$ cat config.mk
export PLATFORM = sky130hd
export DESIGN_NAME = bat_xlate_unit
export DESIGN_NICKNAME = d
export VERILOG_FILES = /design/src/rtl/bat_pkg.sv /design/src/rtl/bat_regfile.sv /design/src/rtl/bat_entry_cmp.sv /design/src/rtl/bat_prio_sel.sv /design/src/rtl/bat_xlate_unit.sv
export SDC_FILE = /design/constraint.sdc
export NUM_CORES = 1
export LEC_CHECK = 0
export BUFFER_PORTS_ARGS = -buffer_cell sky130_fd_sc_hd__buf_4
export CAP_MARGIN = 20
export CORE_UTILIZATION = 25
export DETAILED_ROUTE_END_ITERATION = 6
export SETUP_SLACK_MARGIN = 0.02
export SYNTH_ARGS = -nofsm -noshare
export SYNTH_HDL_FRONTEND = slang
export SYNTH_SLANG_ARGS = --single-unit
$ cat constraint.sdc
create_clock -name clk -period 8.75 [get_ports clk]
set_input_delay 1.3125 -clock clk [delete_from_list [all_inputs] [get_ports clk]]
set_output_delay 1.3125 -clock clk [all_outputs]
set_load 0.005 [all_outputs]
$ cat src/rtl/bat_pkg.sv
package bat_pkg;
  localparam int EA_W   = 32;
  localparam int PAGE_W = 15;
  localparam int MASK_W = 11;
  localparam int TOP_W  = PAGE_W - MASK_W;
  localparam int OFF_W  = EA_W - PAGE_W;
  localparam int WIMG_W = 4;

  typedef struct packed {
    logic [PAGE_W-1:0] bepi;
    logic [3:0]        rsv;
    logic [MASK_W-1:0] blen;
    logic              sup_ok;
    logic              usr_ok;
  } bat_up_t;

  typedef struct packed {
    logic [PAGE_W-1:0] rpage;
    logic [9:0]        rsv_a;
    logic [WIMG_W-1:0] wimg;
    logic              rsv_b;
    logic [1:0]        pp;
  } bat_lo_t;

  function automatic logic blk_match(input bat_up_t u, input logic [EA_W-1:0] a);
    logic [PAGE_W-1:0] key;
    key = {a[EA_W-1 -: TOP_W], a[OFF_W +: MASK_W] & ~u.blen};
    return key == u.bepi;
  endfunction

  function automatic logic blk_usable(input bat_up_t u, input logic usr);
    return (u.sup_ok & ~usr) | (u.usr_ok & usr);
  endfunction

  function automatic logic [EA_W-1:0] blk_real(input bat_up_t u, input bat_lo_t l,
                                               input logic [EA_W-1:0] a);
    logic [PAGE_W-1:0] pg;
    pg = l.rpage | {{TOP_W{1'b0}}, a[OFF_W +: MASK_W] & u.blen};
    return {pg, a[OFF_W-1:0]};
  endfunction

  function automatic logic blk_denied(input logic [1:0] pp, input logic store);
    return (pp == 2'b00) | (pp[0] & store);
  endfunction
endpackage

$ cat src/rtl/bat_regfile.sv
module bat_regfile
  import bat_pkg::*;
#(
  parameter int NUM_PAIRS = 4,
  localparam int IDX_W = (NUM_PAIRS > 1) ? $clog2(NUM_PAIRS) : 1
) (
  input  logic                           clk,
  input  logic                           rst_n,
  input  logic                           wr_en,
  input  logic                           wr_side,
  input  logic [IDX_W-1:0]               wr_idx,
  input  logic                           wr_hi,
  input  logic [EA_W-1:0]                wr_data,
  output bat_up_t [NUM_PAIRS-1:0]        i_up,
  output bat_lo_t [NUM_PAIRS-1:0]        i_lo,
  output bat_up_t [NUM_PAIRS-1:0]        d_up,
  output bat_lo_t [NUM_PAIRS-1:0]        d_lo
);
  for (genvar g = 0; g < NUM_PAIRS; g++) begin : g_ent
    logic sel;
    assign sel = wr_en && (wr_idx == IDX_W'(g));
    always_ff @(posedge clk or negedge rst_n) begin
      if (!rst_n) begin
        i_up[g] <= '0;
        i_lo[g] <= '0;
        d_up[g] <= '0;
        d_lo[g] <= '0;
      end else if (sel) begin
        if (wr_side && wr_hi)   i_up[g] <= bat_up_t'(wr_data);
        if (wr_side && !wr_hi)  i_lo[g] <= bat_lo_t'(wr_data);
        if (!wr_side && wr_hi)  d_up[g] <= bat_up_t'(wr_data);
        if (!wr_side && !wr_hi) d_lo[g] <= bat_lo_t'(wr_data);
      end
    end
  end
endmodule

$ cat src/rtl/bat_entry_cmp.sv
module bat_entry_cmp
  import bat_pkg::*;
(
  input  bat_up_t         up,
  input  logic [EA_W-1:0] ea,
  input  logic            user_mode,
  input  logic            reloc_on,
  output logic            hit
);
  logic addr_ok;
  logic state_ok;
  assign addr_ok  = blk_match(up, ea);
  assign state_ok = blk_usable(up, user_mode);
  assign hit      = reloc_on & state_ok & addr_ok;
endmodule

$ cat src/rtl/bat_prio_sel.sv
module bat_prio_sel #(
  parameter int N = 4
) (
  input  logic [N-1:0] req,
  output logic [N-1:0] grant,
  output logic         any
);
  always_comb begin
    grant = '0;
    for (int i = N - 1; i >= 0; i--) begin
      if (req[i]) grant = N'(1) << i;
    end
  end
  assign any = |req;
endmodule

$ cat src/rtl/bat_xlate_unit.sv
module bat_xlate_unit
  import bat_pkg::*;
#(
  parameter int NUM_PAIRS = 4,
  localparam int IDX_W = (NUM_PAIRS > 1) ? $clog2(NUM_PAIRS) : 1
) (
  input  logic              clk,
  input  logic              rst_n,
  input  logic              wr_en,
  input  logic              wr_side,
  input  logic [IDX_W-1:0]  wr_idx,
  input  logic              wr_hi,
  input  logic [EA_W-1:0]   wr_data,
  input  logic [EA_W-1:0]   ea,
  input  logic              is_ifetch,
  input  logic              is_store,
  input  logic              user_mode,
  input  logic              ifetch_reloc,
  input  logic              data_reloc,
  output logic              hit,
  output logic [EA_W-1:0]   real_addr,
  output logic [WIMG_W-1:0] wimg,
  output logic              prot_fault
);
  bat_up_t [NUM_PAIRS-1:0] i_up, d_up, act_up;
  bat_lo_t [NUM_PAIRS-1:0] i_lo, d_lo, act_lo;
  logic [NUM_PAIRS-1:0]    ent_hit;
  logic [NUM_PAIRS-1:0]    grant;
  logic                    any_hit;
  logic                    reloc_on;
  logic                    eff_store;
  bat_up_t                 sel_up;
  bat_lo_t                 sel_lo;
  logic [1:0]              sel_pp;

  bat_regfile #(.NUM_PAIRS(NUM_PAIRS)) u_regs (
    .clk(clk), .rst_n(rst_n), .wr_en(wr_en), .wr_side(wr_side),
    .wr_idx(wr_idx), .wr_hi(wr_hi), .wr_data(wr_data),
    .i_up(i_up), .i_lo(i_lo), .d_up(d_up), .d_lo(d_lo)
  );

  assign act_up    = is_ifetch ? i_up : d_up;
  assign act_lo    = is_ifetch ? i_lo : d_lo;
  assign reloc_on  = is_ifetch ? ifetch_reloc : data_reloc;
  assign eff_store = is_store & ~is_ifetch;

  for (genvar g = 0; g < NUM_PAIRS; g++) begin : g_cmp
    bat_entry_cmp u_cmp (
      .up(act_up[g]), .ea(ea), .user_mode(user_mode),
      .reloc_on(reloc_on), .hit(ent_hit[g])
    );
  end

  bat_prio_sel #(.N(NUM_PAIRS)) u_prio (
    .req(ent_hit), .grant(grant), .any(any_hit)
  );

  always_comb begin
    sel_up = '0;
    sel_lo = '0;
    for (int i = 0; i < NUM_PAIRS; i++) begin
      if (grant[i]) begin
        sel_up = sel_up | act_up[i];
        sel_lo = sel_lo | act_lo[i];
      end
    end
  end

  assign sel_pp     = sel_lo.pp;
  assign hit        = any_hit;
  assign real_addr  = any_hit ? blk_real(sel_up, sel_lo, ea) : '0;
  assign wimg       = any_hit ? sel_lo.wimg : '0;
  assign prot_fault = any_hit & blk_denied(sel_pp, eff_store);
endmodule

==> impl_metrics.py, run 1 <==
metrics = {
    "setup_path": {
        "r2r_end": "u_regs.i_up[107]",
        "worstPathCellList": "buf_8 > inv_2 > a211oi_1 > o221ai_1 > nor4_2 > nand4_2 > nand2_1 > o22ai_1 > a221o_1 > buf_4",
        "crit_end": "real_addr[21]",
        "r2r_cells": 1,
        "critical_path.max_stage_delay_ps": 800,
        "critPathLaunchType": "input pin",
        "crit_required_ps": 7440,
        "critical_path_arrival_ps": 5590,
        "path_max_fanout": 103,
        "r2r_slack_ps": 7890,
        "slowest_stage": "nand2_1",
        "timing.critical_path.from": "is_ifetch",
        "cp-end-kind": "output port",
        "r2r_start": "u_regs.i_up[107]",
        "crit_type": "input pin to output port",
    },
    "finish": {
        "postLayoutCoreUtil_pct": 29.7,
        "nets": 1699,
        "syn_to_final_growth_pct": 17.3,
        "drive_gt1_share_pct": 39.0,
    },
    "placement": {
        "dp_hpwl_mm": 40.1,
        "portBuffers": 109,
        "gp_routability_congestion": 0.854,
        "post-place-ws_ps": 1970,
    },
    "yosys": {
        "synth_top_family_by_area": "multiplexers",
        "synth_fp_nets": 1644,
        "synth.mux.area_fraction_pct": 27.7,
        "ys_ff_latch": 392,
        "synth_edf_count": 0,
        "synth_seq_area_share_pct": 51.1,
        "synth_most_common_cell": "mux2_2",
        "yosysTopAreaCell": "dfrtp_1",
        "netlist_area_sq_mm": 0.0192,
        "yosys.area_share.simple_pct": 7.34,
        "synth_area_leaders": "dfrtp_1 51%, mux2_2 25%, mux2i_1 2.8%",
        "synth_compound_area_share_pct": 9.74,
        "yosysWarnings": 0,
        "synth_common_cells": "424 x mux2_2, 392 x dfrtp_1, 72 x a21oi_1, 67 x o21ai_0, 61 x clkbuf_1",
        "synthArstFlopShare_pct": 100,
        "synthFlopType": "dfrtp_1",
        "synth_cell_type_count": 52,
        "synth_area_per_cell_sq_um": 12.3,
        "synth.top_cell.area_share_pct": 51.1,
        "synth_xor_area_share_pct": 0.958,
        "synthCells": 1568,
        "synth-adder-area-share_pct": 0,
    },
    "floorplanning": {
        "core_area_sq_mm": 0.0759,
        "start_util_pct": 25.3,
        "pin_count": 114,
        "fp.dieH_um": 279,
        "rows": 101,
        "die_area_sq_mm": 0.0779,
        "fp.dieW_um": 279,
    },
    "min_path": {
        "min_path_type": "flop to flop",
        "min-delay-start": "u_regs.d_lo[20]",
    },
    "detailed_routing": {
        "wl_per_cell_um": 22.3,
        "drtPass1Iterations": 6,
        "drt_wl_total_mm": 60.0,
        "drc": 0,
        "dr.first_iter.drc_count": 1002,
        "vias": 13500,
        "final_antenna_net_count": 0,
        "routed_via_density": 5.01,
    },
    "timing": {
        "skew_ps": 0,
        "worst_slack_ps": 1840,
        "rsz0062_at_grt": "no",
        "setup_violations": 0,
        "fin_hold_ws_ps": 496,
        "timing.final.max_slew_violations": 0,
        "post-route-min-period_ps": 6910,
        "final_hold_viol_count": 0,
        "tightest_slew_ps": 1080,
        "tns_ps": 0,
        "max_clock_freq_ghz": 0.145,
        "slew_headroom_pct": 28.0,
        "timing.final.crit_share_pct": 78.9,
    },
    "clock_network": {
        "cts_hold_buf": 0,
        "clkLatencyLatePin_ps": 540,
        "cts_max_path_buffers": 3,
        "postCtsSetupRepairBufs": 0,
        "cts_root_buffer": "clkbuf_16",
        "cts_tree": "yes",
        "numCtsBuffers": 42,
        "path_clk_slew_ps": 60,
        "cts.sinks": 392,
        "postCtsResizedCells": 0,
        "htreeDepth": 2,
    },
    "global_route": {
        "grt_max_degree": 167,
        "grt.overflow.total": 0,
        "antenna_found_initial": 3,
        "gr-usage-met3_pct": 2.20,
        "track_usage_pct": 15.2,
        "use_met2_pct": 24.8,
        "grt_util_met1_pct": 21.3,
        "busiest_layer": "met2",
        "first_global_vias": 13700,
        "grt_pass1_wl_mm": 90.3,
    },
    "power": {
        "p_leak_nw": 9.33,
        "p_per_area_mw_per_mm2": 240,
        "p_total_mw": 5.40,
        "vdd_drop_max_mv": 0.133,
    },
    "outcome": {
        "status": "finished, final reports clean",
    },
    "job": {
        "drv_cap": 0,
    },
}
## sequential cells by signal, summed over array words and instances, names as in the netlist
name	count
u_regs.d_lo	84
u_regs.d_up	112
u_regs.i_lo	84
u_regs.i_up	112
## power breakdown
| group | total [mW] | internal, mW | switching (mW) |
|---|---|---|---|
| Clock | 1.89 | 1.12 | 0.769 |
| Combinational | 0.990 | 0.535 | 0.455 |
| Sequential | 2.52 | 2.24 | 0.286 |
| Total | 5.40 | 3.89 | 1.51 |
## cells in the final DEF (no fill, tap or decap), drive strengths merged, types with 34 or more instances in the layout
cell      n
mux2    424
mux2i    54
nor3     39
nand2b   42
a21oi    72
buf     130
dfrtp   392
nor2     34
o21ai    74
a211oi   40
clkbuf   58
## critical path: cells and delay by family
kind | cells | cell delay (ps)
buf+inv | 3 | 1190
compound gates | 4 | 1330
simple gates | 3 | 1620
## final cells by class
class                   count  area (sq um)
diodes                      1          2.50
multi-input cells        1037          8850
repair buffers            130          1040
fillers                  7636         53400
inverters                  20          75.1
flip-flops and latches    392          9810
clock buffers              58          1210
clock inverters            19           248
well taps                1030          1290
## layer usage
metal / share of wire (%) / wire length, um
met2: 47 / 28400
met1: 46 / 27500
met3: 4.8 / 2890
met5: 0.022 / 13
met4: 1.9 / 1170
## worst min-delay path by stage
stage | cells past startpoint | to
after global placement | 1 | u_regs.d_lo[19]
after floorplan | 1 | u_regs.d_lo[17]
after global routing | 1 | u_regs.d_lo[97]
after detailed placement | 1 | u_regs.d_lo[20]
after CTS | 1 | u_regs.d_lo[20]
final | 1 | u_regs.d_lo[20]
## cell families (layout without fill, tap and decap cells)
kind of cell | count (synthesis) | in the layout
buf+inv | 139 | 227
other cells | 0 | 1
mux | 478 | 478
flops | 392 | 392
xor+xnor | 21 | 21
compound gates | 286 | 286
simple gates | 252 | 252
## metrics by stage
step | instance area, sq um | cells
2_1_floorplan | 19200 | 1568
3_3_place_gp | 21000 | 2607
3_5_place_dp | 21000 | 2607
4_1_cts | 22500 | 2684
5_1_grt | 22500 | 2687
6_report | 22500 | 2687
No activity file was read; power rests on OpenSTA's default activity.
==> run 2, diff against run 1 <==
--- a/config.mk
+++ b/config.mk
@@ -5,6 +5,7 @@
 export SDC_FILE = /design/constraint.sdc
 export NUM_CORES = 1
 export LEC_CHECK = 0
+export ABC_AREA = 1
 export BUFFER_PORTS_ARGS = -buffer_cell sky130_fd_sc_hd__buf_4
 export CAP_MARGIN = 20
 export CORE_UTILIZATION = 25
==> constraint.sdc (replaced) <==
create_clock -name clk -period 7.1 [get_ports clk]
set_input_delay 1.065 -clock clk [delete_from_list [all_inputs] [get_ports clk]]
set_output_delay 1.065 -clock clk [all_outputs]
set_load 0.005 [all_outputs]
==> impl_metrics.py, run 2 <==
metrics = {
    "outcome": {
        "status": "finished, final reports clean",
    },
    "timing": {
        "max_clock_freq_ghz": 0.164,
        "tightest_slew_ps": 960,
        "skew_ps": 0,
        "rsz0062_at_grt": "no",
        "slew_headroom_pct": 36.0,
        "final_hold_viol_count": 0,
        "setup_violations": 0,
        "tns_ps": 0,
        "timing.final.max_slew_violations": 0,
        "timing.final.crit_share_pct": 85.8,
        "post-route-min-period_ps": 6090,
    },
    "yosys": {
        "synth_top_family_by_area": "simple AND/OR/NAND/NOR gates",
        "synth_edf_count": 0,
        "netlist_area_sq_mm": 0.0191,
        "synth_compound_area_share_pct": 13.5,
        "yosysTopAreaCell": "dfrtp_1",
        "synth.top_cell.area_share_pct": 51.3,
        "ys_ff_latch": 392,
        "synth_seq_area_share_pct": 51.3,
        "yosysWarnings": 0,
        "synth-adder-area-share_pct": 0,
        "synth_common_cells": "1,010 x nand2_1, 417 x o21ai_0, 392 x dfrtp_1, 183 x inv_1",
        "synthFlopType": "dfrtp_1",
        "synth_area_leaders": "dfrtp_1 51%, nand2_1 20%, o21ai_0 11%",
        "synth_area_per_cell_sq_um": 7.51,
        "yosys.area_share.simple_pct": 26.6,
        "synthArstFlopShare_pct": 100,
        "synth_xor_area_share_pct": 0.137,
        "synth_cell_type_count": 32,
        "synth.mux.area_fraction_pct": 0.732,
        "synth_most_common_cell": "nand2_1",
        "synth_fp_nets": 2624,
        "synthCells": 2548,
    },
    "floorplanning": {
        "pin_count": 114,
        "die_area_sq_mm": 0.0777,
        "fp.dieH_um": 279,
        "core_area_sq_mm": 0.0758,
        "fp.dieW_um": 279,
        "rows": 101,
        "start_util_pct": 25.2,
    },
    "setup_path": {
        "critPathLaunchType": "input pin",
        "crit_required_ps": 6030,
        "cp-end-kind": "output port",
        "critical_path_arrival_ps": 5020,
        "crit_type": "input pin to output port",
        "path_max_fanout": 78,
    },
    "finish": {
        "postLayoutCoreUtil_pct": 29.2,
        "regArea_sq_mm": 0.00981,
        "final_design_area_no_fill_sq_mm": 0.0222,
        "fillers": 8348,
        "n_antenna_cell": 0,
        "drive_gt1_share_pct": 9.12,
        "final_common_cell": "nand2_1",
        "syn_to_final_growth_pct": 15.9,
        "reg_top3": "u_regs.d_up: 112 flops, u_regs.i_up: 112 flops",
        "nets": 2645,
        "multi_input_area_sq_mm": 0.00787,
        "most-common-layout-cells": "1,004 x nand2_1, 417 x o21ai_0, 392 x dfrtp_1, 183 x inv_1, 132 x buf_4",
        "fin_cells": 3578,
    },
    "clock_network": {
        "cts.sinks": 392,
        "postCtsSetupRepairBufs": 0,
        "numCtsBuffers": 45,
        "clkLatencyLatePin_ps": 580,
        "cts_max_path_buffers": 3,
        "cts_hold_buf": 0,
        "cts_root_buffer": "clkbuf_16",
        "htreeDepth": 2,
        "cts_tree": "yes",
        "path_clk_slew_ps": 50,
        "postCtsResizedCells": 0,
    },
    "placement": {
        "dp_hpwl_mm": 39.3,
        "dpl_cell_area_sq_mm": 0.0207,
        "placedCellCount": 3499,
        "gp_routability_congestion": 0.817,
        "portBuffers": 109,
    },
    "power": {
        "vdd_drop_max_mv": 0.195,
        "p_total_mw": 6.28,
        "p_per_area_mw_per_mm2": 283,
        "p_leak_nw": 11.1,
    },
    "detailed_routing": {
        "final_antenna_net_count": 0,
        "wl_per_cell_um": 16.9,
        "routed_via_density": 4.61,
        "dr.first_iter.drc_count": 1596,
        "drc": 0,
        "drt_wl_total_mm": 60.5,
        "drtPass1Iterations": 5,
        "vias": 16500,
    },
    "min_path": {
        "min_path_type": "flop to flop",
    },
    "global_route": {
        "track_usage_pct": 15.6,
        "grt_pass1_wl_mm": 93.6,
        "antenna_found_initial": 3,
        "grt_max_degree": 161,
        "grt.overflow.total": 0,
        "first_global_vias": 15200,
    },
    "job": {
        "drv_cap": 0,
    },
}
-- run 2: metrics by stage --
step | hold WS, ps | setup slack, ps
4_1_cts | 483 | 998
3_5_place_dp | 468 | 1020
2_1_floorplan | 446 | 3320
6_report | 479 | 1010
3_3_place_gp | 462 | 1050
5_1_grt | 490 | 741
-- run 2: where the power goes --
part	total (mW)	switching (mW)	internal, mW
Combinational	1.06	0.656	0.404
Sequential	2.93	0.243	2.69
Clock	2.28	0.941	1.34
-- run 2: area by class of cell --
type	instances	share of cell area, %
clock buffer	71	6.30
clock inverter	7	0.197
inverter	188	3.20
multi-input combinational	1803	35.5
sequential	392	44.2
tap	978	5.52
timing repair buffer	139	5.06
-- run 2: worst max-delay path: stages --
cell and delay [ps]:
clkbuf_8 330, inv_6 610, buf_4 430, nand2_1 80, nand2_1 80, nor2_1 50
nor2_1 100, nand2_1 80, nor2_1 90, nand2_1 70, nor2_2 310, nand2_2 360
inv_2 550, nand2_1 100, o21ai_0 180, a21oi_1 80, nand3_1 210, buf_4 170
-- run 2: kinds of logic after synthesis --
kind of cell	Yosys count
flip-flops	392
AO/OA/AOI/OAI	495
AND/OR/NAND/NOR	1291
buffers and inverters	353
XOR/XNOR	3
multiplexers	14
-- run 2: metal layers --
metal / up-vias / global-route usage (%) / wire (um)
met2: 425 / 23.4 / 26200
met3: 79 / 2.81 / 3480
met1: 7890 / 22.8 / 29300
met4: 2 / 4.38 / 1490
met5: - / 0 / 13
li1: 8105 / - / -
-- run 2: final timing paths --
check / start / end / slack (ps) / depth (start not counted)
max: is_ifetch / real_addr[22] / 1010 / 18
min: u_regs.i_up[34] / u_regs.i_up[34] / 480 / 2
max reg2reg: u_regs.i_lo[117] / u_regs.i_lo[117] / 6360 / 2
min reg2reg: u_regs.i_up[34] / u_regs.i_up[34] / 480 / 2
max in group asynchronous: rst_n / u_regs.d_lo[59] / 5190 / 2
min in group asynchronous: rst_n / u_regs.d_up[41] / 540 / 1
==> run 3, diff against run 2 <==
--- a/config.mk
+++ b/config.mk
@@ -10,6 +10,7 @@
 export CAP_MARGIN = 20
 export CORE_UTILIZATION = 25
 export DETAILED_ROUTE_END_ITERATION = 6
+export RECOVER_POWER = 100
 export SETUP_SLACK_MARGIN = 0.02
 export SYNTH_ARGS = -nofsm -noshare
 export SYNTH_HDL_FRONTEND = slang
==> impl_metrics.py, run 3 (synthesis gave the netlist of run 2 again) <==
metrics = {
    "outcome": {
        "status": "complete, but fails checks",
        "violations": "max-capacitance violations, max-slew violations",
    },
    "setup_path": {
        "cp-end-kind": "output port",
        "critPathLaunchType": "input pin",
        "r2r_end": "u_regs.d_up[66]",
        "r2r_cells": 2,
        "crit_type": "input pin to output port",
        "path_max_fanout": 78,
        "critical_path_arrival_ps": 5260,
        "crit_required_ps": 6030,
        "r2r_start": "u_regs.d_up[66]",
        "r2r_slack_ps": 6260,
    },
    "finish": {
        "fillers": 8376,
        "syn_to_final_growth_pct": 15.0,
        "multi_input_area_sq_mm": 0.00785,
        "drive_gt1_share_pct": 7.73,
        "most-common-layout-cells": "1,007 x nand2_1, 417 x o21ai_0, 392 x dfrtp_1, 184 x inv_1, 124 x nor2_1",
        "reg_top3": "u_regs.d_up: 112 flops, u_regs.i_up: 112 flops",
        "n_antenna_cell": 0,
        "final_common_cell": "nand2_1",
        "nets": 2645,
        "regArea_sq_mm": 0.00981,
    },
    "timing": {
        "worst_slack_ps": 778,
        "timing.final.max_slew_violations": 548,
        "timing.final.crit_share_pct": 89.0,
        "slew_headroom_pct": -236,
        "max_clock_freq_ghz": 0.158,
        "post-route-min-period_ps": 6320,
        "rsz0062_at_grt": "no",
        "final_hold_viol_count": 0,
        "setup_violations": 0,
        "tns_ps": 0,
        "skew_ps": 0,
        "tightest_slew_ps": 5040,
    },
    "detailed_routing": {
        "drtPass1Iterations": 6,
        "dr.first_iter.drc_count": 1513,
        "routed_via_density": 4.64,
        "drt_wl_total_mm": 60.5,
        "final_antenna_net_count": 0,
        "vias": 16600,
        "wl_per_cell_um": 16.9,
        "drc": 0,
    },
    "power": {
        "p_leak_nw": 11.0,
        "p_per_area_mw_per_mm2": 285,
        "vdd_drop_max_mv": 0.195,
    },
    "floorplanning": {
        "pin_count": 114,
        "fp.dieW_um": 279,
        "rows": 101,
        "core_area_sq_mm": 0.0758,
        "fp.dieH_um": 279,
        "start_util_pct": 25.2,
        "die_area_sq_mm": 0.0777,
    },
    "clock_network": {
        "path_clk_slew_ps": 50,
        "clkLatencyLatePin_ps": 580,
        "cts.sinks": 392,
        "cts_root_buffer": "clkbuf_16",
        "postCtsResizedCells": 0,
        "numCtsBuffers": 45,
        "cts_tree": "yes",
        "cts_hold_buf": 0,
        "htreeDepth": 2,
        "cts_max_path_buffers": 3,
        "postCtsSetupRepairBufs": 0,
    },
    "placement": {
        "post-place-ws_ps": 1020,
        "portBuffers": 109,
        "dp_hpwl_mm": 39.3,
        "gp_routability_congestion": 0.817,
    },
    "global_route": {
        "grt.overflow.total": 0,
        "grt_pass1_wl_mm": 93.6,
        "grt_max_degree": 161,
        "first_global_vias": 15200,
        "antenna_found_initial": 3,
        "track_usage_pct": 15.6,
    },
    "min_path": {
        "hold_depth": 2,
        "min_path_type": "flop to flop",
        "min-delay-start": "u_regs.i_lo[35]",
        "whs_endpoint": "u_regs.i_lo[35]",
    },
    "job": {
        "drv_cap": 10,
    },
}
run 3: cell count changes in the layout (fill, tap and decap cells not counted), sizes merged:
cell and change:
buf -47, clkbuf +46, clkdlybuf4s25 +1
run 3: critical path, cell delays in order:
cell and delay (ps):
clkbuf_8 330, inv_6 620, buf_4 430, nand2_1 80, nand2_1 80, nor2_1 50, nor2_1 100, nand2_1 80
nor2_1 90, nand2_1 60, nor2_1 440, nand2_2 420, inv_2 580, nand2_1 110, o21ai_0 140, a21oi_1 70
nand3_1 180, clkbuf_1 240
run 3: cell type report:
| type | count | share of cell area, % |
|---|---|---|
| clock buffer | 71 | 6.34 |
| clock inverter | 7 | 0.199 |
| inverter | 188 | 3.23 |
| multi-input combinational | 1803 | 35.7 |
| sequential | 392 | 44.6 |
| tap | 978 | 5.56 |
| timing repair buffer | 139 | 4.45 |
run 3: worst max-delay path by stage:
stage,from,end,slack [ps]
6_report,is_ifetch,real_addr[17],780
5_1_grt,is_ifetch,real_addr[17],500
4_1_cts,is_ifetch,real_addr[17],1000
3_5_place_dp,is_ifetch,real_addr[17],1020
3_3_place_gp,is_ifetch,real_addr[18],1050
2_1_floorplan,is_ifetch,real_addr[29],3320
run 3: metrics by stage:
step / instances / area [sq um] / util [%] / total power [mW] / hold slack, ps
2_1_floorplan: 2548 / 19100 / - / 3.68 / 446
3_3_place_gp: 3497 / 20700 / 27.3 / 3.99 / 462
3_5_place_dp: 3499 / 20700 / 27.3 / 4.03 / 468
4_1_cts: 3577 / 22200 / 29.2 / 6.32 / 483
5_1_grt: 3578 / 22000 / 29.0 / 6.65 / 490
6_report: 3578 / 22000 / 29.0 / 6.28 / 479
run 3: routing by layer:
metal	up-vias	wire length (um)	track usage [%]	part of all wire, %
met5	-	13	0	0.021
met4	2	1470	4.38	2.4
met3	74	3620	2.81	6.0
met2	473	26300	23.4	43
met1	7945	29100	22.8	48
li1	8107	-	-	-
run 3: power by group:
group	switching, mW	internal, mW	total, mW
clock	0.941	1.34	2.28
combinational	0.655	0.401	1.06
sequential	0.243	2.69	2.94
